===== config.mk =====
export PLATFORM = sky130hd
export DESIGN_NAME = rtc_calendar_core
export DESIGN_NICKNAME = d
export VERILOG_FILES = /design/src/rtl/rtc_cal_pkg.sv /design/src/rtl/rtc_time_chain.sv /design/src/rtl/rtc_date_chain.sv /design/src/rtl/rtc_calendar_core.sv
export SDC_FILE = /design/constraint.sdc
export NUM_CORES = 1
export LEC_CHECK = 0
export BUFFER_PORTS_ARGS = -buffer_cell sky130_fd_sc_hd__buf_2
export CAP_MARGIN = 20
export CELL_PAD_IN_SITES_DETAIL_PLACEMENT = 0
export CELL_PAD_IN_SITES_GLOBAL_PLACEMENT = 1
export CORE_MARGIN = 5
export CORE_UTILIZATION = 40
export CTS_CLUSTER_DIAMETER = 60
export DETAILED_ROUTE_END_ITERATION = 16
export GPL_TIMING_DRIVEN = 0
export PLACE_DENSITY = 0.8
export REMOVE_ABC_BUFFERS = 1
export SYNTH_ARGS = -nofsm -noshare
export SYNTH_HDL_FRONTEND = slang
export SYNTH_HIERARCHICAL = 1
export SYNTH_SLANG_ARGS = --single-unit
export TNS_END_PERCENT = 1

===== constraint.sdc =====
create_clock -name clk -period 4.7 [get_ports clk]
set_clock_uncertainty 0.2 [all_clocks]
set_input_delay 1.41 -clock clk [delete_from_list [all_inputs] [get_ports clk]]
set_output_delay 1.41 -clock clk [all_outputs]
set_load 0.01 [all_outputs]

===== src/rtl/rtc_cal_pkg.sv =====
package rtc_cal_pkg;

    typedef enum logic [2:0] {
        A_SEC  = 3'd0,
        A_MIN  = 3'd1,
        A_HOUR = 3'd2,
        A_WDAY = 3'd3,
        A_DATE = 3'd4,
        A_MON  = 3'd5,
        A_YEAR = 3'd6,
        A_TRIM = 3'd7
    } reg_addr_e;

    typedef struct packed {
        logic [6:0] sec;
        logic [6:0] min;
        logic [5:0] hr;
        logic [2:0] wday;
        logic [5:0] date;
        logic [4:0] mon;
        logic [7:0] yr;
    } caltime_t;

    localparam caltime_t TIME_RESET = '{
        sec: 7'h00, min: 7'h00, hr: 6'h00, wday: 3'd1,
        date: 6'h01, mon: 5'h01, yr: 8'h00
    };

    // Two-digit BCD increment, no range check.
    function automatic logic [7:0] bcd_inc(input logic [7:0] v);
        logic [7:0] r;
        if (v[3:0] >= 4'd9) r = {v[7:4] + 4'd1, 4'd0};
        else                r = {v[7:4], v[3:0] + 4'd1};
        return r;
    endfunction

    // Year divisible by four from its BCD digits: 10 mod 4 equals 2.
    function automatic logic bcd_leap(input logic [7:0] y);
        logic [1:0] m;
        m = {y[4], 1'b0} + y[1:0];
        return (m == 2'd0);
    endfunction

    // Last day of the month, BCD.
    function automatic logic [5:0] month_last_day(input logic [4:0] m, input logic [7:0] y);
        logic [5:0] d;
        case (m)
            5'h02:                      d = bcd_leap(y) ? 6'h29 : 6'h28;
            5'h04, 5'h06, 5'h09, 5'h11: d = 6'h30;
            default:                    d = 6'h31;
        endcase
        return d;
    endfunction

endpackage


===== src/rtl/rtc_time_chain.sv =====
module rtc_time_chain
    import rtc_cal_pkg::*;
(
    input  logic       advance,
    input  logic [6:0] sec,
    input  logic [6:0] min,
    input  logic [5:0] hr,
    output logic [6:0] sec_n,
    output logic [6:0] min_n,
    output logic [5:0] hr_n,
    output logic       day_carry
);
    always_comb begin
        sec_n     = sec;
        min_n     = min;
        hr_n      = hr;
        day_carry = 1'b0;
        if (advance) begin
            if (sec == 7'h59) begin
                sec_n = 7'h00;
                if (min == 7'h59) begin
                    min_n = 7'h00;
                    if (hr == 6'h23) begin
                        hr_n      = 6'h00;
                        day_carry = 1'b1;
                    end else begin
                        hr_n = 6'(bcd_inc({2'b00, hr}));
                    end
                end else begin
                    min_n = 7'(bcd_inc({1'b0, min}));
                end
            end else begin
                sec_n = 7'(bcd_inc({1'b0, sec}));
            end
        end
    end
endmodule


===== src/rtl/rtc_date_chain.sv =====
module rtc_date_chain
    import rtc_cal_pkg::*;
(
    input  logic       day_carry,
    input  logic [2:0] wday,
    input  logic [5:0] date,
    input  logic [4:0] mon,
    input  logic [7:0] yr,
    output logic [2:0] wday_n,
    output logic [5:0] date_n,
    output logic [4:0] mon_n,
    output logic [7:0] yr_n,
    output logic       century_wrap
);
    logic [5:0] last_day;

    assign last_day = month_last_day(mon, yr);

    always_comb begin
        wday_n       = wday;
        date_n       = date;
        mon_n        = mon;
        yr_n         = yr;
        century_wrap = 1'b0;
        if (day_carry) begin
            wday_n = (wday == 3'd7) ? 3'd1 : wday + 3'd1;
            if (date == last_day) begin
                date_n = 6'h01;
                if (mon == 5'h12) begin
                    mon_n = 5'h01;
                    if (yr == 8'h99) begin
                        yr_n         = 8'h00;
                        century_wrap = 1'b1;
                    end else begin
                        yr_n = bcd_inc(yr);
                    end
                end else begin
                    mon_n = 5'(bcd_inc({3'b000, mon}));
                end
            end else begin
                date_n = 6'(bcd_inc({2'b00, date}));
            end
        end
    end
endmodule


===== src/rtl/rtc_calendar_core.sv =====
module rtc_calendar_core
    import rtc_cal_pkg::*;
#(
    parameter logic FAIL_AT_RESET = 1'b1,
    parameter logic [7:0] TRIM_RESET = 8'h00
) (
    input  logic       clk,
    input  logic       rst,
    input  logic       sec_tick,
    input  logic       osc_fail,
    input  logic       reg_we,
    input  logic [2:0] reg_addr,
    input  logic [7:0] reg_wdata,
    output logic [7:0] reg_rdata,
    output logic [7:0] cal_cfg,
    output logic       subsec_clr
);
    caltime_t   tm, tm_adv;
    logic       stop_q, fail_q, cen_en_q, cen_q;
    logic [7:0] trim_q;
    logic       subsec_q;
    logic       advance, day_carry, century_wrap;
    reg_addr_e  wa;

    assign wa      = reg_addr_e'(reg_addr);
    assign advance = sec_tick && !stop_q && !reg_we;

    rtc_time_chain u_time (
        .advance  (advance),
        .sec      (tm.sec),
        .min      (tm.min),
        .hr       (tm.hr),
        .sec_n    (tm_adv.sec),
        .min_n    (tm_adv.min),
        .hr_n     (tm_adv.hr),
        .day_carry(day_carry)
    );

    rtc_date_chain u_date (
        .day_carry   (day_carry),
        .wday        (tm.wday),
        .date        (tm.date),
        .mon         (tm.mon),
        .yr          (tm.yr),
        .wday_n      (tm_adv.wday),
        .date_n      (tm_adv.date),
        .mon_n       (tm_adv.mon),
        .yr_n        (tm_adv.yr),
        .century_wrap(century_wrap)
    );

    always_ff @(posedge clk) begin
        if (rst) begin
            tm       <= TIME_RESET;
            stop_q   <= 1'b0;
            fail_q   <= FAIL_AT_RESET;
            cen_en_q <= 1'b0;
            cen_q    <= 1'b0;
            trim_q   <= TRIM_RESET;
            subsec_q <= 1'b0;
        end else begin
            subsec_q <= reg_we && (wa == A_SEC);
            if (reg_we) begin
                case (wa)
                    A_SEC:  begin stop_q <= reg_wdata[7]; tm.sec <= reg_wdata[6:0]; end
                    A_MIN:  begin fail_q <= reg_wdata[7] | osc_fail; tm.min <= reg_wdata[6:0]; end
                    A_HOUR: begin
                        cen_en_q <= reg_wdata[7];
                        cen_q    <= reg_wdata[6];
                        tm.hr    <= reg_wdata[5:0];
                    end
                    A_WDAY: tm.wday <= reg_wdata[2:0];
                    A_DATE: tm.date <= reg_wdata[5:0];
                    A_MON:  tm.mon  <= reg_wdata[4:0];
                    A_YEAR: tm.yr   <= reg_wdata;
                    default: trim_q <= reg_wdata;
                endcase
                if (osc_fail) fail_q <= 1'b1;
            end else begin
                tm <= tm_adv;
                if (osc_fail) fail_q <= 1'b1;
                if (century_wrap && cen_en_q) cen_q <= ~cen_q;
            end
        end
    end

    always_comb begin
        case (wa)
            A_SEC:   reg_rdata = {stop_q, tm.sec};
            A_MIN:   reg_rdata = {fail_q, tm.min};
            A_HOUR:  reg_rdata = {cen_en_q, cen_q, tm.hr};
            A_WDAY:  reg_rdata = {5'b00000, tm.wday};
            A_DATE:  reg_rdata = {2'b00, tm.date};
            A_MON:   reg_rdata = {3'b000, tm.mon};
            A_YEAR:  reg_rdata = tm.yr;
            default: reg_rdata = trim_q;
        endcase
    end

    assign cal_cfg    = trim_q;
    assign subsec_clr = subsec_q;

    // a stopped clock with no write keeps every time and date field.
    p_stop_freeze_r4: assert property (@(posedge clk) disable iff (rst)
        (stop_q && !reg_we) |=> $stable(tm));

    // the fail detector pulse always leaves the flag set.
    p_fail_set_r5: assert property (@(posedge clk) disable iff (rst)
        osc_fail |=> fail_q);

    // only a write to the minutes address can clear the flag.
    p_fail_sticky_r5: assert property (@(posedge clk) disable iff (rst)
        (fail_q && !(reg_we && wa == A_MIN)) |=> fail_q);

    // a carry out of the hour chain leaves the time at midnight.
    p_midnight_r7: assert property (@(posedge clk) disable iff (rst)
        day_carry |=> (tm.sec == 7'h00 && tm.min == 7'h00 && tm.hr == 6'h00));

    // with the enable clear the century bit only changes by a write.
    p_century_hold_r8: assert property (@(posedge clk) disable iff (rst)
        (!cen_en_q && !(reg_we && wa == A_HOUR)) |=> $stable(cen_q));

    // the trim byte changes only by a write to its address.
    p_trim_hold_r9: assert property (@(posedge clk) disable iff (rst)
        !(reg_we && wa == A_TRIM) |=> $stable(cal_cfg));

    // a seconds write requests a sub-second restart next cycle, nothing else does.
    p_subsec_req_r10: assert property (@(posedge clk) disable iff (rst)
        (reg_we && wa == A_SEC) |=> subsec_clr);
    p_subsec_quiet_r10: assert property (@(posedge clk) disable iff (rst)
        !(reg_we && wa == A_SEC) |=> !subsec_clr);

endmodule


### Yosys cells after proc, flatten, opt, wreduce, memory -nomap -nowiden

Index checks and enable logic that the tools add are counted.

* bits in registers: 55
* bits of input ports: 16
* output and inout bits: 17
* logic and storage cells: 162

* add/sub/neg operators: 14
* magnitude comparators: 6
* equal/unequal tests: 25
* mux-type cells: 52
* bitwise logic cells: 3
* reduce and logical (&&, ||, !) cells: 43

Operators by type and width (number)
* $mux 7: 9
* $mux 6: 10
* $pmux 8 s7: 1
* $mux 8: 6
* $mux 42: 1
* $add 4x1->4 const B: 7
* $mux 5: 5
* $ge 4x4->1 const B: 6
* $reduce_bool 2->1: 9
* $reduce_bool 3->1: 6
* $mux 1: 16
* $reduce_and 2->1: 8
* $reduce_and 4->1: 4
* $eq 7x7->1 const B: 2
* $ne 2x1->1 const B: 7
* $eq 3x3->1 const B: 4
* $pmux 6 s2: 1
* $reduce_and 3->1: 4
* $eq 5x3->1 const B: 2
* $eq 5x5->1 const B: 2
* $reduce_and 5->1: 2
* $add 3x1->3 const B: 3
* $mux 3: 3
* $eq 8x8->1 const B: 1
* other kinds (17): 24

### Logic depth before layout (Yosys ltp)

Gate-level depths: netlist of the first run.

* depth in word-level cells: 10
* depth in mapped cells: 15
* depth with buffers taken out: 12

### By module

Netlist of the first run, hierarchy kept.

By module, submodules not included
* rtc_calendar_core: times used 1, cells each 340, area an instance 2979.1 sq um, seq. area each 1101.1 sq um
* rtc_date_chain: times used 1, cells each 141, area an instance 980.9 sq um, seq. area each 0.0 sq um
* rtc_time_chain: times used 1, cells each 95, area an instance 671.9 sq um, seq. area each 0.0 sq um

### Worst setup path before layout of the first run

OpenSTA, ideal clock, no wires.

* path kind: input -> register
* start: input port reg_we
* end: register cen_q
* setup time: 0.075 ns
* arrival: 4.541 ns
* data required time: 4.425 ns
* setup slack: -0.116 ns
* stages: 15
* buffers on the path: 4
* cell sequence: buf_2 > buf_2 > buf_2 > nor3b_1 > buf_2 > and2_1 > nand4_1 > nor3_1 > nand3_1 > or4_4 > a21oi_1 > and2_1 > nand3b_1 > or2_2 > a31oi_1

* word-level cells in the longest chain between the ends: 7
* elaborated cells on any way between the ends: 9
* those cells by class: 1 x eq/ne; 3 x mux; 5 x reduce/logical

RTL lines
* start, declared: RTL line rtc_calendar_core.sv:11 `input logic reg_we,`
* $logic_not 1->1: RTL line rtc_calendar_core.sv:26 `assign advance = sec_tick && !stop_q && !reg_we;`
* $logic_and 1x1->1: RTL line rtc_calendar_core.sv:26
* net advance: RTL line rtc_calendar_core.sv:22 `logic advance, day_carry, century_wrap;`
* $mux 1: RTL line rtc_time_chain.sv:18 `if (advance) begin`
* net day_carry: RTL line rtc_calendar_core.sv:22
* $mux 1: RTL line rtc_date_chain.sv:25 `if (day_carry) begin`
* net century_wrap: RTL line rtc_calendar_core.sv:22
* $logic_and 1x1->1: RTL line rtc_calendar_core.sv:82 `if (century_wrap && cen_en_q) cen_q <= ~cen_q;`
* $reduce_bool 2->1 (no line)
* $reduce_and 2->1 (no line)
* end signal, assigned: RTL line rtc_calendar_core.sv:69 `cen_q <= reg_wdata[6];`
* end signal, assigned: RTL line rtc_calendar_core.sv:82
* end, declared: RTL line rtc_calendar_core.sv:19 `logic stop_q, fail_q, cen_en_q, cen_q;`

The timed path passes the listed nets, and every way through them passes these cells.
A chain may end at the register's enable or synchronous reset.

### Worst setup path after layout of the first run

* start: input port reg_addr[2]
* end: output port reg_rdata[2]

* word-level cells in the longest chain between the ends: 2
* elaborated cells on any way between the ends: 8
* those cells by class: 6 x eq/ne; 1 x mux; 1 x reduce/logical

RTL lines
* start, declared: RTL line rtc_calendar_core.sv:12 `input logic [2:0] reg_addr,`
* $eq 3x3->1 (tied with other cells): RTL line rtc_calendar_core.sv:88 `case (wa)`
* $pmux 8 s7 *: RTL line rtc_calendar_core.sv:88
* end, declared: RTL line rtc_calendar_core.sv:14 `output logic [7:0] reg_rdata,`

Mark *: on every way between the ends. The rest lies on a longest branch, timed or not.

==> flow_summary.toml, run 1 <==
[critical_path]
crit_chain = "buf_2 -> nand2b_1 -> o221a_2 -> o22ai_1 -> buf_2"
worstPathMaxFanout = 38
crit_buf_inv = 2
endpoint_kind = "output port"
cp_top_family = "buffers and inverters"
r2r_end = "cen_q$_SDFFE_PP0P_"
regToRegStartpoint = "tm[35]$_SDFFE_PP0P_"
startpoint_type = "primary input"
slowest_stage = "buf_2"
ff2ff_path_depth = 11
critPathKind = "in -> out"
cp_common_cell = "buf_2"
crit_required_ns = 3.09
slowest_delay_ns = 0.55
r2r_setup_slack_ns = 1.22
critPathArrivalTime_ns = 3.03

[timing]
fmax_mhz = 215
finalHoldWorstSlack_ns = 0.267
fin_crit_ns = 4.64
tightest_slew_ns = 0.823
drv_slew = 0
hold_viol = 0
final.period_utilization = 0.988
setup_violations = 0
rsz0062_at_grt = "yes"
max-slew-margin-rel = 0.449
timing.setup.tns_ns = 0

[routing]
vias = 4207
drt-initial-drc-count = 283
dr.pass1.iters = 5
drc = 0
wirelength_um = 12600
vias_per_cell = 5.83
postRouteAntennaNets = 0
wl_per_cell_um = 17.4

[logic_synthesis]
ys.flop_type = "dfxtp_1"
yosys.area.top_type = "dfxtp_1"
synthesis.area_um2 = 4630
yosysTopAreaCellShare = 0.238
syn_inst = 576
yosysUniqueCellTypes = 76
yosysSeqAreaShare = 0.238
async_flop_share = 0
synth-edff-count = 0
synth_area_leaders = "dfxtp_1, mux2i_1, ha_1"
ys_warn_count = 6
syn_area_per_cell_um2 = 8.04
ys_ff_latch = 55

[floorplan]
coreArea_um2 = 11400
die_area_um2 = 13800
rows = 39
die_x_um = 118
start_util = 0.407
io_pins = 33
die_y_um = 118

[cells_and_area]
finalNetCount = 623
antenna_cells = 0
syn_to_final_growth_pct = 8.86
drive_gt1_frac = 0.155
fillers = 1139

[global_routing]
grt-ovfl-total = 0
antenna_found_initial = 0
grt_first_pass_wirelength_um = 20400
grt_start_max_net_pins = 94
first_global_vias = 3919
gr-usage-all-layers = 0.173

[clock_network]
clockBufferDepth = 2
holdBufCountCts = 0
cts_tree = "done"
htree_num_levels = 2
clkTransAtPathRegs_ns = 0.07
ctsRootBufferMaster = "clkbuf_16"
numCtsBuffers = 5
clk-insertion-delay-late_ns = 0.30
clock_sinks = 55

[run]
cap_violations = 0

[min_path]
hold_path.startpoint = "cal_cfg[6]$_SDFFE_PP0P_"
hold_depth = 2
min_path_type = "reg -> reg"
hold_path_end = "cal_cfg[6]$_SDFFE_PP0P_"

[outcome]
outcome = "finished, final reports clean"

[power]
p_per_area_nw_per_um2 = 248
power_mw = 1.25
irDropWorstVdd_uv = 147
p_leak_nw = 1.90

[placed_design]
hpwl_um = 8690
routabilityCongestion = 0.823
portBuffers = 32
-- worst register-to-register path, cell delays in order, from the launching register on --
cell and delay (ns):
dfxtp_1 0.46, ha_1 0.24, and4b_2 0.23, nand4_1 0.32, nor3_4 0.33, nand3_1 0.11, or4_4 0.53, a21oi_2 0.28
and2_1 0.19, nand3b_1 0.10, or2_2 0.28, a31oi_1 0.15
-- final cells by class --
class                           instances  area [um^2]  area share
Clock buffer                            6          139      0.0275
Clock inverter                          2         38.8     0.00769
Inverter                               32          120      0.0238
Multi-Input combinational cell        447         3240       0.642
Sequential cell                        55         1100       0.218
Tap cell                              143          179      0.0355
Timing Repair Buffer                   37          225      0.0447
-- logic make-up after synthesis --
| family | Yosys count | share of synthesized area |
|---|---|---|
| adder cells (fa/ha/maj) | 29 | 0.0783 |
| AND/OR/NAND/NOR | 203 | 0.230 |
| AO/OA/AOI/OAI | 150 | 0.236 |
| flip-flops | 55 | 0.238 |
| buffers and inverters | 74 | 0.0727 |
| XOR/XNOR | 4 | 0.00756 |
| multiplexers | 61 | 0.137 |
-- timing repair --
item	CTS	global route
endpoints found under the setup margin	28	4
hold endpoints to repair	0	0
buffers inserted	3	0
pin swaps	2	0
gates resized for setup	6	3
-- state kept, by name, indices dropped and copies added, names as in the netlist --
signal      cells
subsec_clr      1
tm             42
cal_cfg         8
cen_q           1
cen_en_q        1
stop_q          1
fail_q          1
-- synthesized netlist by cell type (4+ instances only) --
cell type	number
a21oi_1	24
o22a_1	4
nor3b_1	5
o22ai_1	6
a21boi_0	4
nand2b_1	6
nor2b_1	8
buf_4	6
o211ai_1	4
o21ai_0	18
mux2i_1	45
nand2_1	40
buf_2	11
mux2_2	15
a221oi_1	5
inv_1	32
and2_1	6
clkbuf_1	19
a211oi_2	5
ha_1	29
a211oi_1	35
nor3_1	9
dfxtp_1	55
nor2_1	69
a31oi_1	5
a311oi_1	5
nand3b_1	9
nand3_1	23
-- through the flow --
stage	utilization	worst slack [ns]	area [um^2]	std cells
6_report	0.443	0.0567	5040	722
3_3_place_gp	0.418	-2.41	4750	709
4_1_cts	0.441	0.0440	5010	721
5_1_grt	0.443	-0.0256	5040	722
3_5_place_dp	0.421	-1.65	4780	710
2_1_floorplan	-	-0.465	4420	534
-- power by group --
part           leakage, nW  total [mW]  switching, mW  internal (mW)
registers            0.452       0.540         0.0480          0.492
logic                 1.36       0.261          0.149          0.112
clock network       0.0875       0.449          0.180          0.269
-- how the worst max path moves through the flow --
| stage | start | slack, ns | endpoint | cells past startpoint |
|---|---|---|---|---|
| floorplan | sec_tick | -0.46 | cen_q$_SDFFE_PP0P_ | 11 |
| global placement | reg_we | -2.41 | cen_q$_SDFFE_PP0P_ | 12 |
| detailed placement | reg_we | -1.65 | cen_q$_SDFFE_PP0P_ | 12 |
| CTS | reg_addr[2] | 0.04 | reg_rdata[2] | 5 |
| global route | reg_addr[2] | -0.03 | reg_rdata[2] | 5 |
| finish | reg_addr[2] | 0.06 | reg_rdata[2] | 5 |
-- layout by cell type (no fill, tap or decap), types with 4 or more instances in the layout --
cell and count:
a311oi_1 5, a211oi_2 5, nand3_1 23, nand3b_1 9
a31oi_1 5, ha_1 29, buf_4 4, nand2_1 40
mux2i_1 45, inv_1 32, a221oi_1 5, nor2b_1 7
nor2_1 69, a21boi_0 4, buf_2 29, a211oi_1 35
o21ai_0 18, o211ai_1 4, o22ai_1 6, dfxtp_1 55
o22a_1 4, a21oi_1 23, nand2b_1 6, nor3_1 7
and2_1 6, clkbuf_16 5, mux2_2 15
-- routing by layer --
| metal | vias up | share of wire | wire length [um] | track usage |
|---|---|---|---|---|
| li1 | 2112 | - | - | - |
| met1 | 2003 | 0.47 | 5940 | 0.234 |
| met2 | 81 | 0.49 | 6100 | 0.299 |
| met3 | 11 | 0.032 | 397 | 0.0163 |
| met4 | 0 | 0.0095 | 119 | 0.0344 |
| met5 | - | 0 | 0 | 0 |
No activity file was read; power rests on OpenSTA's default activity.
==> run 2: changes to the inputs <==
--- a/config.mk
+++ b/config.mk
@@ -10,11 +10,11 @@
 export CELL_PAD_IN_SITES_DETAIL_PLACEMENT = 0
 export CELL_PAD_IN_SITES_GLOBAL_PLACEMENT = 1
 export CORE_MARGIN = 5
-export CORE_UTILIZATION = 40
+export CORE_UTILIZATION = 42
 export CTS_CLUSTER_DIAMETER = 60
 export DETAILED_ROUTE_END_ITERATION = 16
 export GPL_TIMING_DRIVEN = 0
-export PLACE_DENSITY = 0.8
+export PLACE_DENSITY = 0.84
 export REMOVE_ABC_BUFFERS = 1
 export SYNTH_ARGS = -nofsm -noshare
 export SYNTH_HDL_FRONTEND = slang
==> run 2 against run 1 <==
- critical path depth stayed put
- global-route usage is 1.3 points higher
- final cell count is 0.42% lower
- register-to-register slack better by 0.04 ns
- first-iteration DRC count is 39% higher
- design area is 1.6% lower
==> flow_summary.toml, run 2 (synthesized netlist as in run 1, its figures left out) <==
[outcome]
outcome = "finished, final reports clean"

[power]
p_per_area_nw_per_um2 = 220
p_leak_nw = 1.87
irDropWorstVdd_uv = 136

[global_routing]
grt_start_max_net_pins = 94
first_global_vias = 3869
grt_first_pass_wirelength_um = 20100
grt-ovfl-total = 0
antenna_found_initial = 0
gr-usage-all-layers = 0.186

[cells_and_area]
mostFrequentLayoutCell = "nor2_1"
regArea_um2 = 1100
post-route-util = 0.458
syn_to_final_growth_pct = 7.10
final_cell_mix = "nor2_1, dfxtp_1, mux2i_1, nand2_1, a211oi_1"
fin_area_um2 = 4960
finalNetCount = 623
regMostFlops = "tm"
antenna_cells = 0
largest_register_ffs = 42
fillers = 1063
layout.cells.non_filler = 719
drive_gt1_frac = 0.155
multi_input_area_um2 = 3240

[clock_network]
numCtsBuffers = 5
clock_sinks = 55
clk-insertion-delay-late_ns = 0.33
clockBufferDepth = 2
holdBufCountCts = 0
cts_tree = "done"
clkTransAtPathRegs_ns = 0.12
htree_num_levels = 2
ctsRootBufferMaster = "clkbuf_8"

[timing]
fmax_mhz = 220
drv_slew = 0
tightest_slew_ns = 0.867
setup_ws_ns = 0.162
rsz0062_at_grt = "no"
final.period_utilization = 0.965
fin_crit_ns = 4.54
setup_violations = 0
max-slew-margin-rel = 0.419
hold_viol = 0

[floorplan]
die_area_um2 = 13200
start_util = 0.427
rows = 38
coreArea_um2 = 10800
die_y_um = 115
die_x_um = 115
io_pins = 33

[routing]
vias_per_cell = 5.85
wirelength_um = 12400
drt-initial-drc-count = 393
vias = 4209
postRouteAntennaNets = 0
wl_per_cell_um = 17.3
drc = 0
dr.pass1.iters = 5

[critical_path]
worstPathMaxFanout = 39
startpoint_type = "primary input"
crit_required_ns = 3.09
critPathKind = "in -> out"
endpoint_kind = "output port"
critPathArrivalTime_ns = 2.93

[placed_design]
place_inst = 707
routabilityCongestion = 0.827
portBuffers = 32
hpwl_um = 8570
dp_slack_ns = -1.59
placed_area_um2 = 4780

[run]
cap_violations = 0

[min_path]
min_path_type = "reg -> reg"
run 2: final timing paths:
path | startpoint | to | slack (ns) | depth (start not counted)
setup / recovery | reg_addr[0] | reg_rdata[0] | 0.16 | 5
hold / removal | cal_cfg[6]$_SDFFE_PP0P_ | cal_cfg[6]$_SDFFE_PP0P_ | 0.27 | 2
setup reg to reg | tm[35]$_SDFFE_PP0P_ | cen_q$_SDFFE_PP0P_ | 1.26 | 11
hold reg to reg | cal_cfg[6]$_SDFFE_PP0P_ | cal_cfg[6]$_SDFFE_PP0P_ | 0.27 | 2
run 2: cell type report:
| cell class | instances | area share |
|---|---|---|
| clock inverters | 3 | 0.00580 |
| clock buffers | 5 | 0.0139 |
| well taps | 140 | 0.0353 |
| multi-input cells | 447 | 0.653 |
| inverters | 32 | 0.0242 |
| flip-flops and latches | 55 | 0.222 |
| repair buffers | 37 | 0.0459 |
run 2: metal layers:
layer	global-route usage	wire length (um)
met1	0.253	5710
met2	0.319	6130
met3	0.0200	447
met4	0.0376	146
met5	0	0
run 2: critical path: stages:
cell     delay, ns
buf_4         0.35
nor3b_4       0.65
a22o_1        0.22
o22a_1        0.14
buf_2         0.14
run 2: what timing repair did:
action | CTS | global route
pin swaps | 2 | 0
buffers inserted | 3 | 0
gates resized for setup | 5 | 5
endpoints found under the setup margin | 27 | 7
hold endpoints to repair | 0 | 0
run 2: stage by stage:
step	hold WS [ns]	power, mW	setup TNS (ns)
finish	0.272	1.09	0
floorplan	0.243	0.698	-2.58
global placement	0.249	0.795	-41.18
global route	0.300	1.15	0
CTS	0.275	1.10	0
detailed placement	0.257	0.803	-22.56
run 2: report_power, final:
group / switching (mW) / internal, mW / total [mW]
Combinational: 0.148 / 0.112 / 0.260
Sequential: 0.0479 / 0.493 / 0.540
Clock: 0.182 / 0.111 / 0.293
Total: 0.378 / 0.715 / 1.09
